--- config.mk ---
export PLATFORM = sky130hd
export DESIGN_NAME = scl_rate_gen
export DESIGN_NICKNAME = d
export VERILOG_FILES = /design/src/rtl/scl_rate_pkg.sv /design/src/rtl/scl_rst_sync.sv /design/src/rtl/scl_code_decode.sv /design/src/rtl/scl_setting_reg.sv /design/src/rtl/scl_tick_counter.sv /design/src/rtl/scl_rate_gen.sv
export SDC_FILE = /design/constraint.sdc
export NUM_CORES = 1
export LEC_CHECK = 0
export CAP_MARGIN = 20
export CORE_MARGIN = 2
export CORE_UTILIZATION = 32
export DETAILED_ROUTE_END_ITERATION = 7
export SLEW_MARGIN = 10
export SYNTH_ARGS = -nofsm -noshare
export SYNTH_HDL_FRONTEND = slang
export SYNTH_HIERARCHICAL = 1
export SYNTH_SLANG_ARGS = --single-unit
--- constraint.sdc ---
create_clock -name clk -period 1.9 [get_ports clk]
set_clock_uncertainty 0.1 [all_clocks]
set_input_delay 0.57 -clock clk [delete_from_list [all_inputs] [get_ports clk]]
set_output_delay 0.57 -clock clk [all_outputs]
set_load 0.02 [all_outputs]
--- src/rtl/scl_rate_pkg.sv ---
package scl_rate_pkg;

  localparam int DIV_W = 16;
  localparam logic [7:0] FALLBACK_CODE = 8'h31;

  // offset term chosen by {code[5], code[1:0]}
  function automatic logic [7:0] offset_term(input logic [2:0] sel);
    logic [7:0] a;
    case (sel)
      3'd0: a = 8'd18;
      3'd1: a = 8'd20;
      3'd2: a = 8'd24;
      3'd3: a = 8'd30;
      3'd4: a = 8'd10;
      3'd5: a = 8'd12;
      3'd6: a = 8'd14;
      default: a = 8'd16;
    endcase
    return a;
  endfunction

  // full-period divider; the scale is a power of two, so shifts replace multiply/divide
  function automatic logic [31:0] div_calc(input logic [7:0] code, input logic [31:0] rate);
    logic [4:0]  sh;
    logic [31:0] eff;
    logic [31:0] quo;
    logic [31:0] sum;
    sh  = {2'b00, code[4:2]} + 5'd4;
    eff = (rate == 32'd0) ? 32'd1 : rate;
    quo = (eff * 32'd3) >> sh;
    sum = {24'd0, offset_term({code[5], code[1:0]})} + (quo << 1);
    return sum << sh;
  endfunction

  localparam logic [DIV_W-1:0] FALLBACK_DIV = DIV_W'(div_calc(FALLBACK_CODE, 32'd1));

endpackage

--- src/rtl/scl_rst_sync.sv ---
module scl_rst_sync (
  input  logic clk,
  input  logic rst_n,
  output logic rst_core_n
);
  logic [1:0] stage_q;
  logic [1:0] stage_d;

  always_comb begin
    stage_d = {stage_q[0], 1'b1};
  end

  always_ff @(posedge clk or negedge rst_n) begin
    if (!rst_n) stage_q <= 2'b00;
    else        stage_q <= stage_d;
  end

  assign rst_core_n = stage_q[1];
endmodule

--- src/rtl/scl_code_decode.sv ---
module scl_code_decode
  import scl_rate_pkg::*;
#(
  parameter int FILT_W = 8
) (
  input  logic [7:0]        code,
  input  logic [FILT_W-1:0] rate,
  output logic [DIV_W-1:0]  div_next,
  output logic [FILT_W-1:0] rate_next
);
  logic [31:0] rate_wide;
  logic [31:0] div_wide;

  generate
    if (FILT_W >= 32) begin : g_wide
      assign rate_wide = rate[31:0];
    end else begin : g_narrow
      assign rate_wide = {{(32-FILT_W){1'b0}}, rate};
    end
  endgenerate

  always_comb begin
    // code[7:6] never reaches the calculation
    div_wide  = div_calc({2'b00, code[5:0]}, rate_wide);
    div_next  = div_wide[DIV_W-1:0];
    rate_next = (rate == '0) ? FILT_W'(1) : rate;
  end
endmodule

--- src/rtl/scl_setting_reg.sv ---
module scl_setting_reg
  import scl_rate_pkg::*;
#(
  parameter int FILT_W = 8
) (
  input  logic              clk,
  input  logic              rst_n,
  input  logic              load,
  input  logic [DIV_W-1:0]  div_in,
  input  logic [FILT_W-1:0] rate_in,
  output logic [DIV_W-1:0]  div_q,
  output logic [FILT_W-1:0] rate_q
);
  logic [DIV_W-1:0]  div_d;
  logic [FILT_W-1:0] rate_d;

  always_comb begin
    div_d  = div_q;
    rate_d = rate_q;
    if (load) begin
      div_d  = div_in;
      rate_d = rate_in;
    end
  end

  always_ff @(posedge clk or negedge rst_n) begin
    if (!rst_n) begin
      div_q  <= FALLBACK_DIV;
      rate_q <= FILT_W'(1);
    end else begin
      div_q  <= div_d;
      rate_q <= rate_d;
    end
  end
endmodule

--- src/rtl/scl_tick_counter.sv ---
module scl_tick_counter #(
  parameter int W = 16
) (
  input  logic         clk,
  input  logic         rst_n,
  input  logic         run,
  input  logic [W-1:0] last,
  output logic         wrap,
  output logic         tick
);
  logic [W-1:0] cnt_q;
  logic [W-1:0] cnt_d;

  always_comb begin
    // >= keeps the counter safe when the limit shrinks under it
    wrap = run && (cnt_q >= last);
    if (!run)      cnt_d = '0;
    else if (wrap) cnt_d = '0;
    else           cnt_d = cnt_q + W'(1);
  end

  always_ff @(posedge clk or negedge rst_n) begin
    if (!rst_n) begin
      cnt_q <= '0;
      tick  <= 1'b0;
    end else begin
      cnt_q <= cnt_d;
      tick  <= wrap;
    end
  end
endmodule

--- src/rtl/scl_rate_gen.sv ---
module scl_rate_gen
  import scl_rate_pkg::*;
#(
  parameter int FILT_W = 8
) (
  input  logic              clk,
  input  logic              rst_n,
  input  logic              enable,
  input  logic [7:0]        rate_code,
  input  logic [FILT_W-1:0] filt_rate,
  output logic [DIV_W-1:0]  divider,
  output logic              phase_tick,
  output logic              sample_tick
);
  logic              rst_core_n;
  logic [DIV_W-1:0]  div_next;
  logic [FILT_W-1:0] rate_next;
  logic [DIV_W-1:0]  div_q;
  logic [FILT_W-1:0] rate_q;
  logic [DIV_W-1:0]  phase_last;
  logic [FILT_W-1:0] sample_last;
  logic              phase_wrap;
  logic              sample_wrap;
  logic              load;

  scl_rst_sync u_rst (
    .clk        (clk),
    .rst_n      (rst_n),
    .rst_core_n (rst_core_n)
  );

  scl_code_decode #(.FILT_W(FILT_W)) u_dec (
    .code      (rate_code),
    .rate      (filt_rate),
    .div_next  (div_next),
    .rate_next (rate_next)
  );

  always_comb begin
    load        = !enable || phase_wrap;
    phase_last  = {1'b0, div_q[DIV_W-1:1]} - DIV_W'(1);
    sample_last = rate_q - FILT_W'(1);
  end

  scl_setting_reg #(.FILT_W(FILT_W)) u_set (
    .clk     (clk),
    .rst_n   (rst_core_n),
    .load    (load),
    .div_in  (div_next),
    .rate_in (rate_next),
    .div_q   (div_q),
    .rate_q  (rate_q)
  );

  scl_tick_counter #(.W(DIV_W)) u_phase (
    .clk   (clk),
    .rst_n (rst_core_n),
    .run   (enable),
    .last  (phase_last),
    .wrap  (phase_wrap),
    .tick  (phase_tick)
  );

  scl_tick_counter #(.W(FILT_W)) u_sample (
    .clk   (clk),
    .rst_n (rst_core_n),
    .run   (enable),
    .last  (sample_last),
    .wrap  (sample_wrap),
    .tick  (sample_tick)
  );

  assign divider = div_q;
endmodule

==> results.cfg <==
[setup_path]
cp_slowest_cell = or3_1
critical_path_class = in2reg
cp_top_family = compound AO/OA/AOI/OAI gates
crit_required_ns = 1.98
r2r-start = u_set/div_q[4]
crit_fanout = 4
arrival_ns = 4.15
cp-start-kind = input pin
critPathBufInv = 5
path_cells = buf_12, inv_12, ha_4, o211a_4, o32ai_4, buf_6, a21oi_4, buf_4, buf_4, or3_1, o211ai_1, a21oi_1, a31oi_1, nand2_1, ha_4, a211oi_4, o21bai_2, o211ai_1, o31ai_4, a211oi_2, xnor2_1, o211a_1, a21oi_1, mux2_4
critPathCaptureType = flip-flop
slowest_delay_ns = 0.30
crit_start = filt_rate[2]

[global_routing]
grt_busiest_layer = met2
met1_usage_pct = 18.1
grt_antenna_before_repair = 0
grt_usage_pct = 15.7
overflow = 0
met3_usage_pct = 1.61
met2_usage_pct = 30.4
grt_max_degree = 35
grt_first_pass_wirelength_um = 19300
grt_pass1_vias = 4130

[yosys]
synth_ff_type = dfrtp_1
avgSynthCellArea_sq_um = 9.67
synth_edf_count = 0
netlist_instances = 472
synth-seq-cells = 52
ys_warn_count = 6
synth_area_sq_um = 4560
synth_top_cell_by_area = dfrtp_1
synth_top_area_share_pct = 26.9
synthTopCellsByArea = dfrtp_1, ha_1, mux2_4
ys_types = 66
seq_area_frac_synth_pct = 28.6
synth-async-reset-ratio_pct = 100

[clocking]
cts_hold_buf = 0
cts_buffers = 5
clockBufferDepth = 2
clk_pin_slew_ns = 0.07
tritoncts = yes
clkSinkCount = 52
h-tree-depth = 2
clkLatencyLatePin_ns = 0.29
clk_root_buffer_cell = clkbuf_16

[floorplanning]
fp.dieW_um = 123
die_h_um = 123
row_count = 43
dieArea_sq_um = 15200
coreArea_sq_um = 13900
start_util_pct = 32.9
io_pins = 37

[detailed_routing]
vias = 4040
drt_iter0_drc = 91
drc = 0
detail-route-antenna-nets = 0
drt_wl_total_um = 11700
avgViaCountPerCell = 4.83
dr.pass1.iters = 4
routedWlPerCell_um = 14.1

[placement]
portBuffers = 34
dp_slack_ns = -2.95
place_congestion = 0.811
place_inst = 800
postPlaceCellArea_sq_um = 6270
dpl.hpwl_um = 8610

[timing]
fin_crit_ns = 4.07
tns_ns = -66.51
min_period_over_period_pct = 214
relSlewSlack_pct = 65.7
rsz0062_at_grt = true
drv_slew = 0
setup_viol = 50
worst_pin_slew_ns = 0.511
timing.fmax_mhz = 246
hold_viol = 0
setup_ws_ns = -2.17

[final_layout]
antennaDiodeCount = 0
fin_area_sq_um = 7160
drive_gt1_share_pct = 48.6
area_delta_synth_final_pct = 57.0
final_util_pct = 51.6
fin_cells = 836
layout.nets = 715
num-fill-cells = 1256

[hold_path]
min_path_type = reg2async

[pwr]
p_leak_uw = 0.00319
p_per_area_nw_per_um2 = 634
ir_worst_vdd_v = 0.000362

[status]
violations = setup timing
status = finished, violations left

[run]
maxCapViolations = 0
## area by class of cell
class / count / area [sq um] / area share [%]
clock buffers: 7 / 143 / 1.99
well taps: 180 / 225 / 3.14
inverters: 45 / 199 / 2.78
multi-input cells: 359 / 3600 / 50.3
flip-flops and latches: 52 / 1310 / 18.3
clock inverters: 1 / 7.51 / 0.105
repair buffers: 192 / 1670 / 23.3
## sequential cells by signal (all words and copies together) (netlist names)
signal and flops:
u_set/div_q 16, u_phase/cnt_q 16, u_set/rate_q 8, u_sample/cnt_q 8, u_rst/stage_q 2, u_sample/tick 1
u_phase/tick 1
## worst register-to-register path, cell delays in order, from the launching register on
cell and delay [ns]:
dfrtp_2 0.44, buf_6 0.13, buf_4 0.13, or4_4 0.57, nor2_1 0.14, xor2_1 0.15, inv_1 0.06, ha_1 0.19
a21o_1 0.15, a21oi_1 0.26, a211oi_4 0.11, o31a_1 0.31, nand2b_4 0.22, buf_12 0.18, mux2_4 0.30
## cell usage after synthesis, types with 7 or more instances
library cell,number
xor2_1,17
nand3_1,15
mux2_4,20
nor3_1,12
xnor2_1,31
ha_1,40
nor4_1,12
nand4_1,9
a21oi_1,15
and2_1,11
clkbuf_1,7
inv_1,43
nand2_1,30
nor2_1,32
nor4_2,10
dfrtp_1,49
## cell usage in the layout (no fill, tap or decap), types with 5 or more instances in the layout
master,netlist,layout
xor2_1,17,16
nand3_1,15,13
dlygate4sd2_1,0,12
a21oi_1,15,6
a21oi_2,3,10
nand4_1,9,9
conb_1,2,6
inv_2,1,5
nand2_1,30,30
buf_6,2,16
dfrtp_1,49,42
a21o_1,6,6
nor3_1,12,10
mux2_4,20,23
ha_1,40,25
nor2_1,32,31
clkbuf_16,0,5
buf_4,5,138
and2_1,11,10
clkdlybuf4s50_1,0,8
ha_4,0,12
nor4_4,2,18
dfrtp_2,0,7
a211oi_2,3,5
xnor2_1,31,29
inv_1,43,34
## metal layers
layer / part of all wire (%) / vias to the layer above
li1: - / 2021
met1: 41 / 1979
met2: 56 / 33
met3: 1.6 / 7
met4: 0.99 / 0
met5: 0 / -
## power by group
part	internal, uW	leakage (uW)	switching (uW)
sequential	1210	0.000664	92.2
combinational	1240	0.00245	1060
clock	526	0.0000701	407
total	2980	0.00319	1560
## final timing paths
path / slack (ns) / end / depth (start not counted)
hold reg to reg: 0.1 / u_sample/tick / 0
setup reg to reg: -1.63 / u_set/div_q[8] / 14
hold / removal: 0.1 / u_sample/tick / 0
min in group clk: 0.26 / u_rst/stage_q[1] / 0
setup / recovery: -2.17 / u_set/div_q[14] / 24
max in group asynchronous: 1.01 / u_set/div_q[11] / 1
## cell families after synthesis
group | count (synthesis) | share of synthesized area [%]
XOR/XNOR | 48 | 9.21
other | 2 | 0.165
multiplexers | 33 | 9.68
adder cells (fa/ha/maj) | 41 | 11.4
buffers and inverters | 65 | 7.24
flip-flops | 52 | 28.6
AO/OA/AOI/OAI | 72 | 13.4
AND/OR/NAND/NOR | 159 | 20.3
## what timing repair did
| action | CTS | global route |
|---|---|---|
| setup buffers | 15 | 12 |
| endpoints found under the setup margin | 68 | 55 |
| pin swaps | 32 | 52 |
| resized for setup | 93 | 68 |
| gates cloned | 3 | 0 |
## metrics by stage
step                      hold WS (ns)  total power [uW]
after floorplan                  0.174              2490
after global placement           0.111              3280
after detailed placement         0.106              3330
after CTS                        0.116              4420
after global routing             0.145              4830
final                           0.0958              4540
(Power assumes the default switching activity.)
